<file path="src/rtl/brnch_pkg.sv">
package brnch_pkg;
   localparam int FLAG_CNT = 3;
   // Flag index inside the select / flag vectors; order follows insn bits 10..8
   typedef enum logic [1:0] {
      FI_N = 2'd0,
      FI_Z = 2'd1,
      FI_C = 2'd2
   } flag_idx_e;
endpackage

</file>
<file path="src/rtl/brnch_decode.sv">
module brnch_decode #(
   parameter int OPC_W  = 5,
   parameter int OFS_W  = 8,
   parameter int INSN_W = 16,
   parameter logic [OPC_W-1:0] BR_OPC = '0
) (
   input  logic [INSN_W-1:0]              insn,
   output logic                           is_br,
   output logic [brnch_pkg::FLAG_CNT-1:0] sel,
   output logic [OFS_W-1:0]               ofs
);
   localparam int OPC_LSB = INSN_W - OPC_W;
   localparam int SEL_LSB = OFS_W;

   always_comb begin
      is_br = (insn[INSN_W-1:OPC_LSB] == BR_OPC);
      sel   = insn[SEL_LSB +: brnch_pkg::FLAG_CNT];
      ofs   = insn[OFS_W-1:0];
   end
endmodule

</file>
<file path="src/rtl/brnch_cond.sv">
module brnch_cond #(
   parameter int NF = brnch_pkg::FLAG_CNT
) (
   input  logic          is_br,
   input  logic [NF-1:0] sel,
   input  logic [NF-1:0] flags,
   output logic          take
);
   logic [NF-1:0] hit;

   for (genvar gi = 0; gi < NF; gi++) begin : g_hit
      assign hit[gi] = sel[gi] & flags[gi];
   end

   assign take = is_br & (|hit);
endmodule

</file>
<file path="src/rtl/brnch_target.sv">
module brnch_target #(
   parameter int PC_W       = 16,
   parameter int OFS_W      = 8,
   parameter bit DUAL_ADDER = 1'b1
) (
   input  logic [PC_W-1:0]  pc,
   input  logic [OFS_W-1:0] ofs,
   input  logic             take,
   output logic [PC_W-1:0]  npc
);
   localparam int EXT_W = PC_W - OFS_W - 1;
   localparam logic [PC_W-1:0] STEP = PC_W'(2);

   logic [PC_W-1:0] disp;
   assign disp = {{EXT_W{ofs[OFS_W-1]}}, ofs, 1'b0};

   if (DUAL_ADDER) begin : g_dual
      logic [PC_W-1:0] seq_pc;
      logic [PC_W-1:0] tgt_pc;
      assign seq_pc = pc + STEP;
      assign tgt_pc = seq_pc + disp;
      assign npc    = take ? tgt_pc : seq_pc;
   end else begin : g_single
      logic [PC_W-1:0] addend;
      assign addend = take ? disp : '0;
      assign npc    = pc + STEP + addend;
   end
endmodule

</file>
<file path="src/rtl/brnch_next_pc.sv">
module brnch_next_pc #(
   parameter int PC_W       = 16,
   parameter int OPC_W      = 5,
   parameter int OFS_W      = 8,
   parameter bit DUAL_ADDER = 1'b1
) (
   input  logic            clk,
   input  logic            rst_n,
   input  logic [PC_W-1:0] cur_pc,
   input  logic [15:0]     insn,
   input  logic            flag_c,
   input  logic            flag_z,
   input  logic            flag_n,
   output logic [PC_W-1:0] next_pc,
   output logic            br_taken
);
   import brnch_pkg::*;

   localparam int INSN_W = OPC_W + FLAG_CNT + OFS_W;

   if (INSN_W != 16) begin : g_bad_fmt
      $error("field widths must total the 16-bit instruction");
   end
   if (PC_W < OFS_W + 2) begin : g_bad_pc
      $error("PC too narrow for the scaled offset");
   end

   logic                is_br;
   logic [FLAG_CNT-1:0] sel;
   logic [FLAG_CNT-1:0] flags;
   logic [OFS_W-1:0]    ofs;
   logic                take;
   logic [PC_W-1:0]     npc;

   always_comb begin
      flags       = '0;
      flags[FI_C] = flag_c;
      flags[FI_Z] = flag_z;
      flags[FI_N] = flag_n;
   end

   brnch_decode #(.OPC_W(OPC_W), .OFS_W(OFS_W), .INSN_W(INSN_W)) u_dec (
      .insn (insn[INSN_W-1:0]),
      .is_br(is_br),
      .sel  (sel),
      .ofs  (ofs)
   );

   brnch_cond #(.NF(FLAG_CNT)) u_cond (
      .is_br(is_br),
      .sel  (sel),
      .flags(flags),
      .take (take)
   );

   brnch_target #(.PC_W(PC_W), .OFS_W(OFS_W), .DUAL_ADDER(DUAL_ADDER)) u_tgt (
      .pc  (cur_pc),
      .ofs (ofs),
      .take(take),
      .npc (npc)
   );

   always_ff @(posedge clk) begin
      if (!rst_n) begin
         next_pc  <= '0;
         br_taken <= 1'b0;
      end else begin
         next_pc  <= npc;
         br_taken <= take;
      end
   end
endmodule

</file>
<file path="config.mk">
export PLATFORM = sky130hd
export DESIGN_NAME = brnch_next_pc
export DESIGN_NICKNAME = d
export VERILOG_FILES = /design/src/rtl/brnch_pkg.sv /design/src/rtl/brnch_decode.sv /design/src/rtl/brnch_cond.sv /design/src/rtl/brnch_target.sv /design/src/rtl/brnch_next_pc.sv
export SDC_FILE = /design/constraint.sdc
export NUM_CORES = 1
export LEC_CHECK = 0
export BUFFER_PORTS_ARGS = -buffer_cell sky130_fd_sc_hd__buf_2
export CAP_MARGIN = 40
export CORE_ASPECT_RATIO = 1.25
export CORE_UTILIZATION = 30
export DETAILED_ROUTE_END_ITERATION = 10
export PLACE_DENSITY_LB_ADDON = 0.08
export SYNTH_ARGS = -nofsm -noshare
export SYNTH_HDL_FRONTEND = slang
export SYNTH_SLANG_ARGS = --single-unit
</file>
<file path="constraint.sdc">
create_clock -name clk -period 2.4 [get_ports clk]
set_input_delay 0.24 -clock clk [delete_from_list [all_inputs] [get_ports clk]]
set_output_delay 0.24 -clock clk [all_outputs]
set_load 0.005 [all_outputs]
</file>
==> summary.txt, run 1 <==
Hold path
  – End of the worst hold path: next_pc[0]$_SDFF_PN0_
  – Worst hold start: cur_pc[0]
  – Tightest Hold Check Type: input port to flip-flop
  – Hold Crit Depth: 2

Synthesis
  – Top-area cell type share of the netlist area: 22.41%
  – Syn_area_per_cell: 7.790 sq um
  – Cell type with the largest total area after synthesis: sky130_fd_sc_hd__dfxtp_1
  – Number of synthesized flops with an enable pin: 0
  – Synth cell types: 37
  – Post-synthesis instance total: 195
  – Post-synth top flop: sky130_fd_sc_hd__dfxtp_1
  – Total of flip-flops plus latches after synthesis: 17
  – Most common library cells after synthesis: sky130_fd_sc_hd__nor2_1, sky130_fd_sc_hd__ha_1, sky130_fd_sc_hd__a21oi_1, sky130_fd_sc_hd__dfxtp_1, sky130_fd_sc_hd__nand2_1
  – Library cell with the highest instance count after synthesis: sky130_fd_sc_hd__nor2_1
  – Post-synthesis cell area: 1519 sq um
  – Yosys warns: 0
  – Async SR Flop Fraction: 0%
  – Total nets after synthesis: 252
  – Synth area leaders: sky130_fd_sc_hd__dfxtp_1, sky130_fd_sc_hd__ha_1, sky130_fd_sc_hd__a21oi_1
  – Portion of the post-synthesis area used by sequential elements: 22.41%

Placed design
  – Final weighted congestion in routability-driven placement: 0.8359
  – Count of placed standard cells including taps: 352
  – Estimated wirelength of the detail-placed design: 3635 um
  – Number of input and output port buffers inserted: 53

Setup path
  – Path type of the worst setup path: input port to flip-flop
  – Critical Path AT: 2390 ps
  – Largest fanout of any net on the critical path: 5
  – Critical Path Start Type: input port
  – Critical path endpoint category: flip-flop
  – Required @ worst endpoint: 2550 ps

STA
  – Worst-case headroom to the max-slew limit: 70.96%
  – Maximum clock rate: 446.8 MHz
  – Number of failing hold endpoints at the final stage: 0
  – Least-Margin Pin Slew: 430.0 ps
  – Final period utilization: 93.26%
  – Slew Viols, Final: 0
  – Final setup violating endpoints: 0
  – Unrepaired setup endpoints after global routing: no
  – Post-layout min period: 2238 ps

Final layout
  – Area taken by flip-flops and latches: 340.3 sq um
  – Fin cells: 356
  – Area used by multi-input combinational logic: 1181 sq um
  – Synth-to-layout area growth: 51.57%
  – Count of antenna diodes in the layout: 0
  – Nets@finish: 354
  – Layout cells sized above 1: 40.54%
  – Filler Cells Inserted: 499

Run
  – Maximum capacitance violations: 0

Routing
  – Routed wire per std cell: 12.57 um
  – DRC violations left: 0
  – Number of antenna-violating nets in the routed design: 0
  – DRC marker count from the first detailed-route iteration: 55
  – Vias: 1749
  – Detailed-routing iteration count for the pre-antenna-repair pass: 4
  – Via-per-instance ratio: 4.913
  – Routed Wire Length: 4476 um

CTS
  – TritonCTS buffer count: 3
  – Clock-pin slew on the worst setup and hold paths: 70 ps
  – Hold buffer count at cts: 0
  – Number of buffers between clock root and the deepest sink: 2
  – Root Driver: sky130_fd_sc_hd__clkbuf_8
  – CTS tree: yes
  – # H-tree levels: 1
  – Clk sink count: 17

Floorplan
  – Starting Density: 31.65%
  – Rows: 28
  – Die boundary width: 65.65 um
  – Count of boundary I/O pins: 54
  – Area of the die: 5354 sq um
  – Placeable core region: 4800 sq um
  – Vert. Die Dim: 81.56 um

Pwr
  – Total leakage power: 1.154 nW
  – Worst IR drop on VDD: 0.0002727 V
  – Pwr per Cell Area: 391.3 nW/um^2
  – Final Power: 0.9009 mW

Global route
  – Number of global-route vias before repair: 1631
  – Initial antenna violation count: 0
  – Global-route total usage across every layer: 17.41%
  – Global-route wire length before repair: 7134 um
  – Global route overflow: 0
  – Largest net degree at the start of global routing: 16

Outcome
  – Run status: complete, no violations
-- per-stage QoR --
step           hold slack (ps)  worst slack [ps]  setup TNS, ps  util, %  instance area (sq um)
3_3_place_gp             451.6            -176.6         -666.0    45.96                   2206
4_1_cts                  184.0             20.46              0    46.92                   2252
5_1_grt                  189.2             4.263              0    47.97                   2302
2_1_floorplan            335.6             60.69              0        -                   1519
3_5_place_dp             454.3            -243.0         -880.0    45.96                   2206
6_report                 188.5             161.7              0    47.97                   2302
-- routing by layer --
metal / wire [um] / GRT usage (%) / share of wire [%] / vias up
li1: - / - / - / 916
met1: 1781 / 18.80 / 40 / 783
met2: 2481 / 35.00 / 55 / 44
met3: 175 / 3.333 / 3.9 / 6
met4: 38 / 1.957 / 0.85 / 0
met5: 0 / 0 / 0 / -
-- cell usage in the layout, fill, tap and decap left out, types with 2 or more instances in the layout --
master and n:
sky130_fd_sc_hd__nor3_1 5, sky130_fd_sc_hd__or3_1 4, sky130_fd_sc_hd__o21ai_0 4, sky130_fd_sc_hd__nand2_1 16, sky130_fd_sc_hd__nor2b_1 3, sky130_fd_sc_hd__xor2_1 9
sky130_fd_sc_hd__or2_2 2, sky130_fd_sc_hd__clkbuf_8 3, sky130_fd_sc_hd__nor2_1 21, sky130_fd_sc_hd__a21o_1 4, sky130_fd_sc_hd__o211ai_1 3, sky130_fd_sc_hd__a211oi_1 5
sky130_fd_sc_hd__o21ai_1 3, sky130_fd_sc_hd__or4_1 2, sky130_fd_sc_hd__xnor2_1 6, sky130_fd_sc_hd__inv_1 7, sky130_fd_sc_hd__ha_1 18, sky130_fd_sc_hd__buf_4 49
sky130_fd_sc_hd__nand4_1 7, sky130_fd_sc_hd__dfxtp_1 17, sky130_fd_sc_hd__mux2i_1 3, sky130_fd_sc_hd__a21oi_1 16, sky130_fd_sc_hd__nand3_1 9, sky130_fd_sc_hd__xnor2_2 3
sky130_fd_sc_hd__buf_2 53, sky130_fd_sc_hd__nand2b_1 3
-- sequential cells by signal, summed over array words and instances (netlist names) --
register	flops
next_pc	16
br_taken	1
-- cell type report --
class | count | share of cell area [%]
Clock inverter | 1 | 0.2174
Clock buffer | 3 | 1.793
Inverter | 7 | 1.141
Sequential cell | 17 | 14.78
Tap cell | 60 | 3.261
Multi-Input combinational cell | 166 | 51.30
Timing Repair Buffer | 102 | 27.50
-- timing repair --
item	CTS	global route
setup endpoints to repair	0	4
resized for setup	0	13
hold endpoints to repair	0	0
buffers inserted	0	0
-- worst max-delay path, stage by stage --
cell	delay (ps)
sky130_fd_sc_hd__buf_2	140
sky130_fd_sc_hd__ha_2	210
sky130_fd_sc_hd__nand3_2	110
sky130_fd_sc_hd__xnor2_1	250
sky130_fd_sc_hd__ha_1	320
sky130_fd_sc_hd__a21oi_1	220
sky130_fd_sc_hd__a21oi_1	140
sky130_fd_sc_hd__buf_4	160
sky130_fd_sc_hd__o41ai_1	370
sky130_fd_sc_hd__or4_1	170
sky130_fd_sc_hd__nand3_1	50
-- logic make-up after synthesis --
group / Yosys count / share of synthesized area [%]
xor+xnor: 18 / 10.38
flops: 17 / 22.41
simple gates: 78 / 25.21
mux: 3 / 1.977
buf+inv: 12 / 3.130
compound gates: 47 / 19.93
fa+ha+maj: 20 / 16.97
-- how the worst max path moves through the flow --
stage | endpoint | slack (ps) | depth (start not counted) | startpoint
floorplan | next_pc[15]$_SDFF_PN0_ | 60 | 9 | cur_pc[1]
CTS | next_pc[15]$_SDFF_PN0_ | 20 | 11 | cur_pc[5]
detailed placement | next_pc[15]$_SDFF_PN0_ | -240 | 11 | cur_pc[5]
global route | next_pc[15]$_SDFF_PN0_ | 4 | 12 | cur_pc[8]
global placement | next_pc[15]$_SDFF_PN0_ | -180 | 10 | cur_pc[1]
finish | next_pc[12]$_SDFF_PN0_ | 160 | 11 | cur_pc[1]
-- where the power goes --
part	switching, mW	internal (mW)
combinational	0.182	0.198
clock	0.102	0.115
sequential	0.00381	0.299
Power figures use the tool's default switching activity.
==> run 2: changes to the inputs <==
==> constraint.sdc (replaced) <==
create_clock -name clk -period 2.37 [get_ports clk]
set_input_delay 0.237 -clock clk [delete_from_list [all_inputs] [get_ports clk]]
set_output_delay 0.237 -clock clk [all_outputs]
set_load 0.005 [all_outputs]
==> run 2 against run 1 <==
  * Sequential power increased by 1%
  * Critical endpoint is now next_pc[15]$_SDFF_PN0_
  * Combinational power grew 4%
  * Worst hold slack worse by 1.7 ps
==> summary.txt, run 2 (synthesized netlist as in run 1, its figures left out) <==
Hold path
  – Hold Crit Depth: 2
  – Tightest Hold Check Type: input port to flip-flop
  – Worst hold start: cur_pc[0]
  – End of the worst hold path: next_pc[0]$_SDFF_PN0_

Final layout
  – Final std cell area, no fill: 2347 sq um
  – Filler Cells Inserted: 507
  – Largest registers ranked by flip-flop count: next_pc x16, br_taken x1
  – Count of antenna diodes in the layout: 0
  – Nets@finish: 355
  – Layout cells sized above 1: 42.42%
  – Top register by number of flip-flops: next_pc
  – Commonest non-fill, non-tap cells in the layout: sky130_fd_sc_hd__buf_2, sky130_fd_sc_hd__buf_4, sky130_fd_sc_hd__nor2_1, sky130_fd_sc_hd__ha_1, sky130_fd_sc_hd__dfxtp_1
  – Commonest non-fill, non-tap cell in the layout: sky130_fd_sc_hd__buf_2
  – Largest register FFs: 16
  – Synth-to-layout area growth: 54.53%

CTS
  – # H-tree levels: 1
  – Clock-pin slew on the worst setup and hold paths: 70 ps
  – Clk sink count: 17
  – Root Driver: sky130_fd_sc_hd__clkbuf_8
  – Hold buffer count at cts: 0
  – Number of buffers between clock root and the deepest sink: 2
  – TritonCTS buffer count: 3
  – CTS tree: yes

Setup path
  – Critical Path Most Common Cell: sky130_fd_sc_hd__mux2i_1
  – Largest fanout of any net on the critical path: 4
  – Critical Path Start Type: input port
  – Critical path endpoint category: flip-flop
  – Path type of the worst setup path: input port to flip-flop
  – Required @ worst endpoint: 2560 ps
  – Master of the slowest instance on the critical path: sky130_fd_sc_hd__ha_1
  – Critical Path AT: 2410 ps
  – Cell Chain, Critical Path: buf_2 -> nand4_1 -> nor3_2 -> nand3_1 -> xnor2_2 -> ha_1 -> a21oi_1 -> o21ai_0 -> a41o_1 -> o31ai_2 -> mux2i_1 -> mux2i_1
  – Delay of the slowest critical-path stage: 330 ps

STA
  – Slew Viols, Final: 0
  – Unrepaired setup endpoints after global routing: yes
  – Number of failing hold endpoints at the final stage: 0
  – Post-layout min period: 2220 ps
  – Worst-case headroom to the max-slew limit: 71.60%
  – Final period utilization: 93.68%
  – Least-Margin Pin Slew: 425.5 ps
  – Maximum clock rate: 450.4 MHz
  – Final setup violating endpoints: 0

Routing
  – Detailed-routing iteration count for the pre-antenna-repair pass: 4
  – DRC violations left: 0
  – DRC marker count from the first detailed-route iteration: 72
  – Vias: 1783
  – Routed wire per std cell: 12.22 um
  – Routed Wire Length: 4363 um
  – Via-per-instance ratio: 4.994
  – Number of antenna-violating nets in the routed design: 0

Global route
  – Global-route total usage across every layer: 17.11%
  – Largest net degree at the start of global routing: 16
  – Number of global-route vias before repair: 1683
  – Global route overflow: 0
  – Initial antenna violation count: 0
  – Global-route wire length before repair: 7141 um

Floorplan
  – Placeable core region: 4800 sq um
  – Count of boundary I/O pins: 54
  – Starting Density: 31.65%
  – Die boundary width: 65.65 um
  – Rows: 28
  – Vert. Die Dim: 81.56 um
  – Area of the die: 5354 sq um

Pwr
  – Pwr per Cell Area: 392.6 nW/um^2
  – Total leakage power: 1.166 nW
  – Worst IR drop on VDD: 0.0002846 V
  – Final Power: 0.9216 mW

Placed design
  – Final weighted congestion in routability-driven placement: 0.7761
  – Estimated wirelength of the detail-placed design: 3651 um
  – Number of input and output port buffers inserted: 53
  – Placed inst area: 2211 sq um

Run
  – Maximum capacitance violations: 0

Outcome
  – Run status: complete, no violations
## run 2: cell count changes in the layout (fill, tap and decap cells not counted)
| cell | change |
|---|---|
| sky130_fd_sc_hd__buf_12 | +1 |
| sky130_fd_sc_hd__o31ai_1 | -1 |
| sky130_fd_sc_hd__nor3_2 | +1 |
| sky130_fd_sc_hd__a21oi_1 | -2 |
| sky130_fd_sc_hd__a21oi_2 | +2 |
| sky130_fd_sc_hd__o41ai_2 | +1 |
| sky130_fd_sc_hd__o31ai_2 | +1 |
| sky130_fd_sc_hd__o41ai_1 | -1 |
| sky130_fd_sc_hd__nor3_1 | -1 |
## run 2: what timing repair did
| action | 4_1_cts | 5_1_grt |
|---|---|---|
| pin swaps | 0 | 8 |
| setup buffers | 0 | 2 |
| resized for setup | 1 | 17 |
| endpoints found under the setup margin | 1 | 5 |
## run 2: worst max-delay path, delay by kind of cell
family / cells / cell delay (ps)
AO/OA/AOI/OAI: 4 / 600
buffers and inverters: 1 / 90
AND/OR/NAND/NOR: 3 / 550
multiplexers: 2 / 420
XOR/XNOR: 1 / 170
adder cells (fa/ha/maj): 1 / 330
## run 2: area by class of cell
type	instances	area [sq um]	area share [%]
multi-input cells	166	1206	51.39
repair buffers	103	653.1	27.83
flip-flops and latches	17	340.3	14.50
well taps	60	75.07	3.198
clock buffers	3	41.29	1.759
inverters	7	26.28	1.119
clock inverters	1	5.005	0.2132
## run 2: power breakdown
part	internal [mW]	leakage (nW)	switching [mW]
sequential	0.303	0.141	0.00369
combinational	0.209	0.999	0.188
clock	0.117	0.0255	0.101
## run 2: per-layer routing
layer	part of all wire (%)	GRT usage [%]
met4	2.2	5.217
met2	55	32.96
met1	40	18.43
met5	0	0
met3	3.2	3.194
## run 2: per-stage QoR
step / hold WS [ps] / setup TNS (ps) / utilization [%] / setup slack, ps / instances
floorplan: 332.6 / 0 / - / 33.69 / 195
global placement: 447.1 / -856.8 / 46.06 / -240.8 / 351
detailed placement: 453.1 / -1006 / 46.06 / -278.7 / 351
CTS: 186.9 / 0 / 47.13 / 3.022 / 355
global route: 198.1 / -34.10 / 48.91 / -19.41 / 357
finish: 186.7 / 0 / 48.91 / 149.7 / 357
## run 2: worst max-delay path by stage
stage	cells past startpoint	endpoint	start	slack, ps
2_1_floorplan	9	next_pc[15]$_SDFF_PN0_	cur_pc[1]	30
3_3_place_gp	10	next_pc[15]$_SDFF_PN0_	cur_pc[1]	-240
3_5_place_dp	11	next_pc[15]$_SDFF_PN0_	cur_pc[7]	-280
4_1_cts	12	next_pc[15]$_SDFF_PN0_	cur_pc[7]	3
5_1_grt	12	next_pc[15]$_SDFF_PN0_	cur_pc[5]	-20
6_report	12	next_pc[15]$_SDFF_PN0_	cur_pc[7]	150
